===== config.mk =====
export PLATFORM = sky130hd
export DESIGN_NAME = dual_ocmp
export DESIGN_NICKNAME = d
export VERILOG_FILES = /design/src/rtl/ocmp_pkg.sv /design/src/rtl/ocmp_match.sv /design/src/rtl/ocmp_chan.sv /design/src/rtl/dual_ocmp.sv
export SDC_FILE = /design/constraint.sdc
export NUM_CORES = 1
export LEC_CHECK = 0
export BUFFER_PORTS_ARGS = -buffer_cell sky130_fd_sc_hd__buf_2
export CAP_MARGIN = 20
export CORE_MARGIN = 4
export CORE_UTILIZATION = 40
export CTS_BUF_LIST = sky130_fd_sc_hd__clkbuf_4
export DETAILED_ROUTE_END_ITERATION = 6
export SLEW_MARGIN = 10
export SYNTH_ARGS = -nofsm -noshare
export SYNTH_HDL_FRONTEND = slang
export SYNTH_SLANG_ARGS = --single-unit

===== constraint.sdc =====
create_clock -name clk -period 6.96 [get_ports clk]
set_clock_uncertainty 0.1 [all_clocks]
set_input_delay 0.696 -clock clk [delete_from_list [all_inputs] [get_ports clk]]
set_output_delay 0.696 -clock clk [all_outputs]
set_load 0.01 [all_outputs]

===== src/rtl/ocmp_pkg.sv =====
package ocmp_pkg;
  typedef enum logic [1:0] {
    PS_DIV4 = 2'd0,
    PS_DIV2 = 2'd1,
    PS_DIV8 = 2'd2,
    PS_EXT  = 2'd3
  } presc_e;

  // slow settings match one count after the compare value
  function automatic logic late_match(input logic [1:0] sel);
    return (sel == PS_DIV8) || (sel == PS_EXT);
  endfunction
endpackage


===== src/rtl/ocmp_match.sv =====
module ocmp_match #(
  parameter int W = 16
) (
  input  logic         clk,
  input  logic         rst_n,
  input  logic [W-1:0] cnt,
  input  logic [W-1:0] cmp,
  input  logic         late,
  input  logic         armed,
  output logic         hit
);
  logic [W-1:0] target;

  always_comb begin
    target = cmp + W'(late);
    hit    = armed && (cnt == target);
  end

  // in the late group the raw compare value itself never matches
  a_r3_late_offset: assert property (@(posedge clk) disable iff (!rst_n)
    (late && cnt == cmp) |-> !hit);
endmodule


===== src/rtl/ocmp_chan.sv =====
module ocmp_chan #(
  parameter int BYTE_W = 8,
  localparam int W = 2 * BYTE_W
) (
  input  logic              clk,
  input  logic              rst_n,
  input  logic              wr_hi,
  input  logic              wr_lo,
  input  logic [BYTE_W-1:0] data,
  input  logic [W-1:0]      cnt,
  input  logic              late,
  input  logic              lvl,
  input  logic              frc,
  input  logic              lock,
  input  logic              sts_rd,
  output logic              flag,
  output logic              latch
);
  logic [W-1:0] cmp;
  logic         armed;
  logic         clr_pend;
  logic         hit;

  ocmp_match #(.W(W)) u_match (
    .clk   (clk),
    .rst_n (rst_n),
    .cnt   (cnt),
    .cmp   (cmp),
    .late  (late),
    .armed (armed),
    .hit   (hit)
  );

  always_ff @(posedge clk or negedge rst_n) begin
    if (!rst_n) begin
      cmp      <= '1;
      armed    <= 1'b0;
      flag     <= 1'b0;
      latch    <= 1'b0;
      clr_pend <= 1'b0;
    end else begin
      if (wr_hi) begin
        cmp[W-1:BYTE_W] <= data;
        armed           <= 1'b0;
      end
      if (wr_lo) begin
        cmp[BYTE_W-1:0] <= data;
        armed           <= 1'b1;
      end
      if (sts_rd && flag) clr_pend <= 1'b1;
      if (wr_lo && clr_pend) begin
        flag     <= 1'b0;
        clr_pend <= 1'b0;
      end
      // match last so it wins over a clear in the same cycle
      if (hit) begin
        flag  <= 1'b1;
        latch <= lvl;
      end else if (frc && !lock) begin
        latch <= lvl;
      end
    end
  end

  a_r2_match_loads: assert property (@(posedge clk) disable iff (!rst_n)
    hit |=> (flag && latch == $past(lvl)));
  a_r4_hi_disarms: assert property (@(posedge clk) disable iff (!rst_n)
    (wr_hi && !wr_lo) |=> !armed);
  a_r6_force_no_flag: assert property (@(posedge clk) disable iff (!rst_n)
    (!flag && !hit) |=> !flag);
  a_r7_lock_holds: assert property (@(posedge clk) disable iff (!rst_n)
    (lock && !hit) |=> $stable(latch));
  a_r9_needs_low_write: assert property (@(posedge clk) disable iff (!rst_n)
    (flag && !wr_lo) |=> flag);
endmodule


===== src/rtl/dual_ocmp.sv =====
module dual_ocmp #(
  parameter int NCH    = 2,
  parameter int BYTE_W = 8,
  localparam int W   = 2 * BYTE_W,
  localparam int CHW = (NCH > 1) ? $clog2(NCH) : 1,
  localparam int AW  = CHW + 1
) (
  input  logic              clk,
  input  logic              rst_n,
  input  logic [W-1:0]      cnt_i,
  input  logic [1:0]        presc_i,
  input  logic              opm_i,
  input  logic              pwm_i,
  input  logic              wr_en_i,
  input  logic [AW-1:0]     wr_addr_i,
  input  logic [BYTE_W-1:0] wr_data_i,
  input  logic              sts_rd_i,
  input  logic [NCH-1:0]    lvl_i,
  input  logic [NCH-1:0]    oen_i,
  input  logic [NCH-1:0]    frc_i,
  input  logic              ie_i,
  output logic [NCH-1:0]    flag_o,
  output logic [NCH-1:0]    ocmp_o,
  output logic [NCH-1:0]    ocmp_oe_o,
  output logic              irq_o
);
  import ocmp_pkg::*;

  logic           late;
  logic           lock;
  logic [NCH-1:0] latch;

  assign late = late_match(presc_i);
  assign lock = opm_i | pwm_i;

  for (genvar g = 0; g < NCH; g++) begin : g_ch
    logic sel;
    assign sel = wr_en_i && (wr_addr_i[AW-1:1] == CHW'(g));

    ocmp_chan #(.BYTE_W(BYTE_W)) u_chan (
      .clk    (clk),
      .rst_n  (rst_n),
      .wr_hi  (sel && !wr_addr_i[0]),
      .wr_lo  (sel && wr_addr_i[0]),
      .data   (wr_data_i),
      .cnt    (cnt_i),
      .late   (late),
      .lvl    (lvl_i[g]),
      .frc    (frc_i[g]),
      .lock   (lock),
      .sts_rd (sts_rd_i),
      .flag   (flag_o[g]),
      .latch  (latch[g])
    );

    assign ocmp_o[g]    = oen_i[g] & latch[g];
    assign ocmp_oe_o[g] = oen_i[g];

    a_r5_pin_released: assert property (@(posedge clk) disable iff (!rst_n)
      !oen_i[g] |-> (!ocmp_o[g] && !ocmp_oe_o[g]));
  end

  assign irq_o = ie_i & (|flag_o);

  a_r10_irq_gate: assert property (@(posedge clk) disable iff (!rst_n)
    (irq_o |-> ie_i) and (!irq_o |-> (!ie_i || flag_o == '0)));
  a_r1_reset_quiet: assert property (@(posedge clk)
    $rose(rst_n) |-> (flag_o == '0 && !irq_o));
endmodule


[Word level (Yosys, flattened, before mapping)]
Cells that the tools add are included.
Word-level totals
  register bits: 40
  input port bits: 41
  output and inout bits: 7
Operators by class
  $add $sub $neg: 2
  equal/unequal tests: 4
  mux-type cells: 16
  bitwise operators: 5
  reduce and logical (&&, ||, !) cells: 26
Operators with widths (count)
  16-bit by 1-bit adder with 16-bit output: 2
  16-bit equality test: 2
  1-bit 2-to-1 mux: 16
  2-bit nonzero test: 8
  1-bit logical AND: 14
  2-bit equality test, second input constant: 2
  1-bit AND: 3
  1-bit zero test: 2
  2-bit OR reduction: 1
  1-bit logical OR: 1
  1-bit NOT: 1
  1-bit bitwise OR: 1

[Logic depth before layout (Yosys ltp)]
  depth in word-level cells: 6
  gate-level depth with buffers: 10
  mapped depth without buffers: 9

[Modules after synthesis]
Synthesis repeated with hierarchy kept, for this count alone.
Second synthesis, totals
  cells, all modules: 249
  area, all modules: 2732.6 sq um
Modules (own cells, without submodules)
  ocmp_chan: times used 2, cells an instance 47, area each 807.0 sq um
  ocmp_match: times used 2, cells an instance 72, area each 518.0 sq um
  dual_ocmp: times used 1, cells an instance 11, area each 82.6 sq um

[Least setup slack after synthesis]
No wires, ideal clock.
  kind: in2reg
  start point: input presc_i[1]
  end point: register g_ch[0].u_chan.latch
  library setup time: 0.127 ns
  arrival time: 2.711 ns
  required time: 6.733 ns
  path slack: 4.022 ns
  stages: 10
  path through: clkbuf_1 -> ha_1 -> ha_1 -> nand4_1 -> nor2_1 -> mux2_2 -> nor4b_1 -> o2111ai_1 -> nand2_1 -> mux2_1
Between the ends
  longest elaborated chain between the ends: 6
  elaborated cells on any way between the ends: 8
RTL lines
  start: declaration: line dual_ocmp.sv:11  | input logic [1:0] presc_i,
  2-bit equality test: line ocmp_pkg.sv:11  | return (sel == PS_DIV8) || (sel == PS_EXT);
  1-bit logical OR *: line ocmp_pkg.sv:11
  16-bit by 1-bit adder with 16-bit output *: line ocmp_match.sv:15  | target = cmp + W'(late);
  16-bit equality test *: line ocmp_match.sv:16  | hit = armed && (cnt == target);
  1-bit logical AND *: line ocmp_match.sv:16
  1-bit 2-to-1 mux / 2-bit nonzero test (equally long branches)
  end signal: assignment: line ocmp_chan.sv:58  | latch <= lvl;
  end signal: assignment: line ocmp_chan.sv:60  | latch <= lvl;
  end: declaration: line ocmp_chan.sv:17  | output logic latch
Mark *: on every way between the ends. The rest lies on a longest branch, timed or not.
A chain may end at the register's enable or synchronous reset.

[Final worst setup path]
  start point: register g_ch[0].u_chan.cmp[0]
  end point: register g_ch[0].u_chan.latch
Between the ends
  longest elaborated chain between the ends: 4
  elaborated cells on any way between the ends: 5
RTL lines
  start: declaration: line ocmp_chan.sv:19  | logic [W-1:0] cmp;
  start signal: indexed assignment: line ocmp_chan.sv:43  | cmp[W-1:BYTE_W] <= data;
  start signal: indexed assignment: line ocmp_chan.sv:47  | cmp[BYTE_W-1:0] <= data;
  16-bit by 1-bit adder with 16-bit output *: line ocmp_match.sv:15
  16-bit equality test *: line ocmp_match.sv:16
  1-bit logical AND *: line ocmp_match.sv:16
  1-bit 2-to-1 mux / 2-bit nonzero test (equally long branches)
Marks and branches as above.

==> flow_summary.ini <==
[worst_setup_path]
cpPeakStageDelay_ps = 560
critPathTopFamily = simple AND/OR/NAND/NOR gates
worstSetupStartpoint = g_ch[0].u_chan.cmp[0]$_DFFE_PN1P_
r2r_slack_ps = 3840
endpoint = g_ch[0].u_chan.latch$_DFFE_PN0P_
r2r_end = g_ch[0].u_chan.latch$_DFFE_PN0P_
cp_num_buf_inv = 0
slowest_stage = dfstp_2
reg2regPathDepth = 9
cp_cell_sequence = ha_1 > ha_1 > nand4_1 > nor2_1 > mux2_2 > nor4b_1 > o2111ai_1 > nand2_1 > mux2_1
arrival_ps = 3270
critPathMaxFanout = 8
worstPathRequired_ps = 7120
path_common_cell = ha_1
cp.depth = 9
r2r-start = g_ch[0].u_chan.cmp[0]$_DFFE_PN1P_
start_kind = flip-flop
cp-end-kind = flip-flop
critPathKind = flip-flop to flip-flop

[logic_synthesis]
synth_flop_cell = dfstp_2
yosysTopAreaCell = dfstp_2
ys_seq_area_frac = 0.370
syn_inst = 280
avgSynthCellArea_um2 = 10.0
yosys-top-cells-area = dfstp_2 30%, mux2_2 13%, dfrtp_1 7.1%, xnor2_1 6.2%, xor2_1 5.6%
ys_types = 59
synth_common_cells = 33 x mux2_2, 32 x dfstp_2, 25 x nand2_1
synth_seq_cells = 40
synth_edf_count = 0
async_flop_share = 1.00
yosysWarnings = 0
syn-cell-area_um2 = 2810
synth_most_common_cell = mux2_2
synth_top_cell_area_share = 0.299
syn-num-nets = 327

[route]
route.detailed.drc = 0
routed-via-count = 2276
ant_nets = 0
first_pass_iters = 4
routedWlPerCell_um = 16.6
drt_first_iter_violations = 82
routed_wl_um = 6920
vias_per_cell = 5.44

[clocking]
cts.repair.resized = 0
cts_hold_buffers = 0
cts_tree = done
cts_buffer_depth = 2
cts_buffers = 5
worst_skew_pair.late_latency_ps = 360
h-tree-depth = 2
clockRootBuffer = clkbuf_4
cts.sinks = 40
clkSlewWorstSetupHoldPaths_ps = 130
post_cts_buffers = 0

[grt]
grt_pass1_wl_um = 11100
antenna_found_initial = 0
grt_pass1_vias = 2222
grt_max_degree = 41
grt_use_total = 0.168
grt_overflow = 0

[sta]
tightest_slew_ps = 870
setup_tns_ps = 0
final-setup-viol-count = 0
fmax_mhz = 321
hold_violations = 0
finalCriticalPeriod_ps = 3120
drv_slew = 0
rsz0062_at_grt = false
relSlewSlack = 0.420
period_share = 0.448

[status]
outcome = completed

[worst_hold_path]
min_path_type = input port to async pin

[floorplan]
die-area_um2 = 8440
rows = 30
dieWidth_um = 91.9
core_um2 = 6830
die-height_um = 91.9
ios = 48
initial_utilization = 0.412

[job]
drv_cap = 0

[layout]
final_util = 0.463
drive_gt1_frac = 0.398
diodes = 0
synthToLayoutAreaGrowth_pct = 12.4
nNetsFinal = 368

[pwr]
vdd_drop_max_uv = 111
totalPowerFinal_mw = 0.685
powerDensity_nw_per_um2 = 217
p_leak_nw = 1.24

[placement]
gp_congestion = 0.897
numPortBuffers = 46
hpwl_um = 5390
-- worst min-delay path by stage --
stage | from | end | slack (ps) | cells after the start
6_report | rst_n | g_ch[0].u_chan.flag$_DFFE_PN0P_ | 350 | 1
5_1_grt | rst_n | g_ch[0].u_chan.clr_pend$_DFFE_PN0P_ | 400 | 1
4_1_cts | rst_n | g_ch[0].u_chan.flag$_DFFE_PN0P_ | 350 | 1
3_5_place_dp | g_ch[0].u_chan.latch$_DFFE_PN0P_ | g_ch[0].u_chan.latch$_DFFE_PN0P_ | 380 | 1
3_3_place_gp | g_ch[0].u_chan.latch$_DFFE_PN0P_ | g_ch[0].u_chan.latch$_DFFE_PN0P_ | 370 | 1
2_1_floorplan | rst_n | g_ch[0].u_chan.armed$_DFFE_PN0P_ | 300 | 0
-- per-stage QoR --
| stage | instance area (um^2) | cells | setup slack (ps) | hold WS (ps) |
|---|---|---|---|---|
| 3_5_place_dp | 3100 | 410 | 3570 | 378 |
| 4_1_cts | 3160 | 418 | 3850 | 354 |
| 3_3_place_gp | 3100 | 410 | 3520 | 369 |
| 2_1_floorplan | 2810 | 280 | 4020 | 300 |
| 5_1_grt | 3160 | 418 | 3670 | 397 |
| 6_report | 3160 | 418 | 3840 | 346 |
-- cells by family (layout without fill, tap and decap cells) --
family / count (synthesis) / after routing / synth area share
DFF: 40 / 40 / 0.370
AOI/OAI and AO/OA: 39 / 39 / 0.105
and+or+nand+nor: 104 / 104 / 0.207
muxes: 36 / 36 / 0.144
xor gates and xnor gates: 38 / 38 / 0.118
buffers and inverters: 17 / 59 / 0.0293
adders and majority gates: 6 / 6 / 0.0267
-- flip-flops by register name (all words and copies together) (netlist names) --
signal                flops
g_ch.u_chan.latch         2
g_ch.u_chan.cmp          32
g_ch.u_chan.armed         2
g_ch.u_chan.clr_pend      2
g_ch.u_chan.flag          2
-- routing by layer --
metal,global-route usage,share of wire,vias up
li1,-,-,1104
met3,0.0386,0.063,10
met4,0.0532,0.018,0
met1,0.218,0.45,1098
met5,0,0,-
met2,0.278,0.47,64
-- layout make-up --
class / count / area, um^2
repair buffers: 46 / 230
flip-flops and latches: 40 / 1040
fillers: 696 / 3670
multi-input cells: 223 / 1690
inverters: 5 / 18.8
well taps: 96 / 120
clock inverters: 2 / 16.3
clock buffers: 6 / 45.0
-- placed cells by master (no fill, tap or decap), types with 7 or more instances in the layout --
cell	Yosys	layout
buf_2	3	46
dfrtp_1	8	8
dfstp_2	32	32
mux2_2	33	33
nand2_1	25	25
nand3_1	13	13
nand4_1	7	7
nor2_1	12	12
xnor2_1	20	20
xor2_1	18	18
-- power by group --
group	leakage [nW]	total (mW)	internal, mW	switching [mW]
Sequential	0.441	0.354	0.300	0.0545
Clock	0.0319	0.124	0.0441	0.0804
Combinational	0.769	0.206	0.106	0.100
Total	1.24	0.685	0.450	0.235
Note: power is estimated with default switching activity, not from simulation.
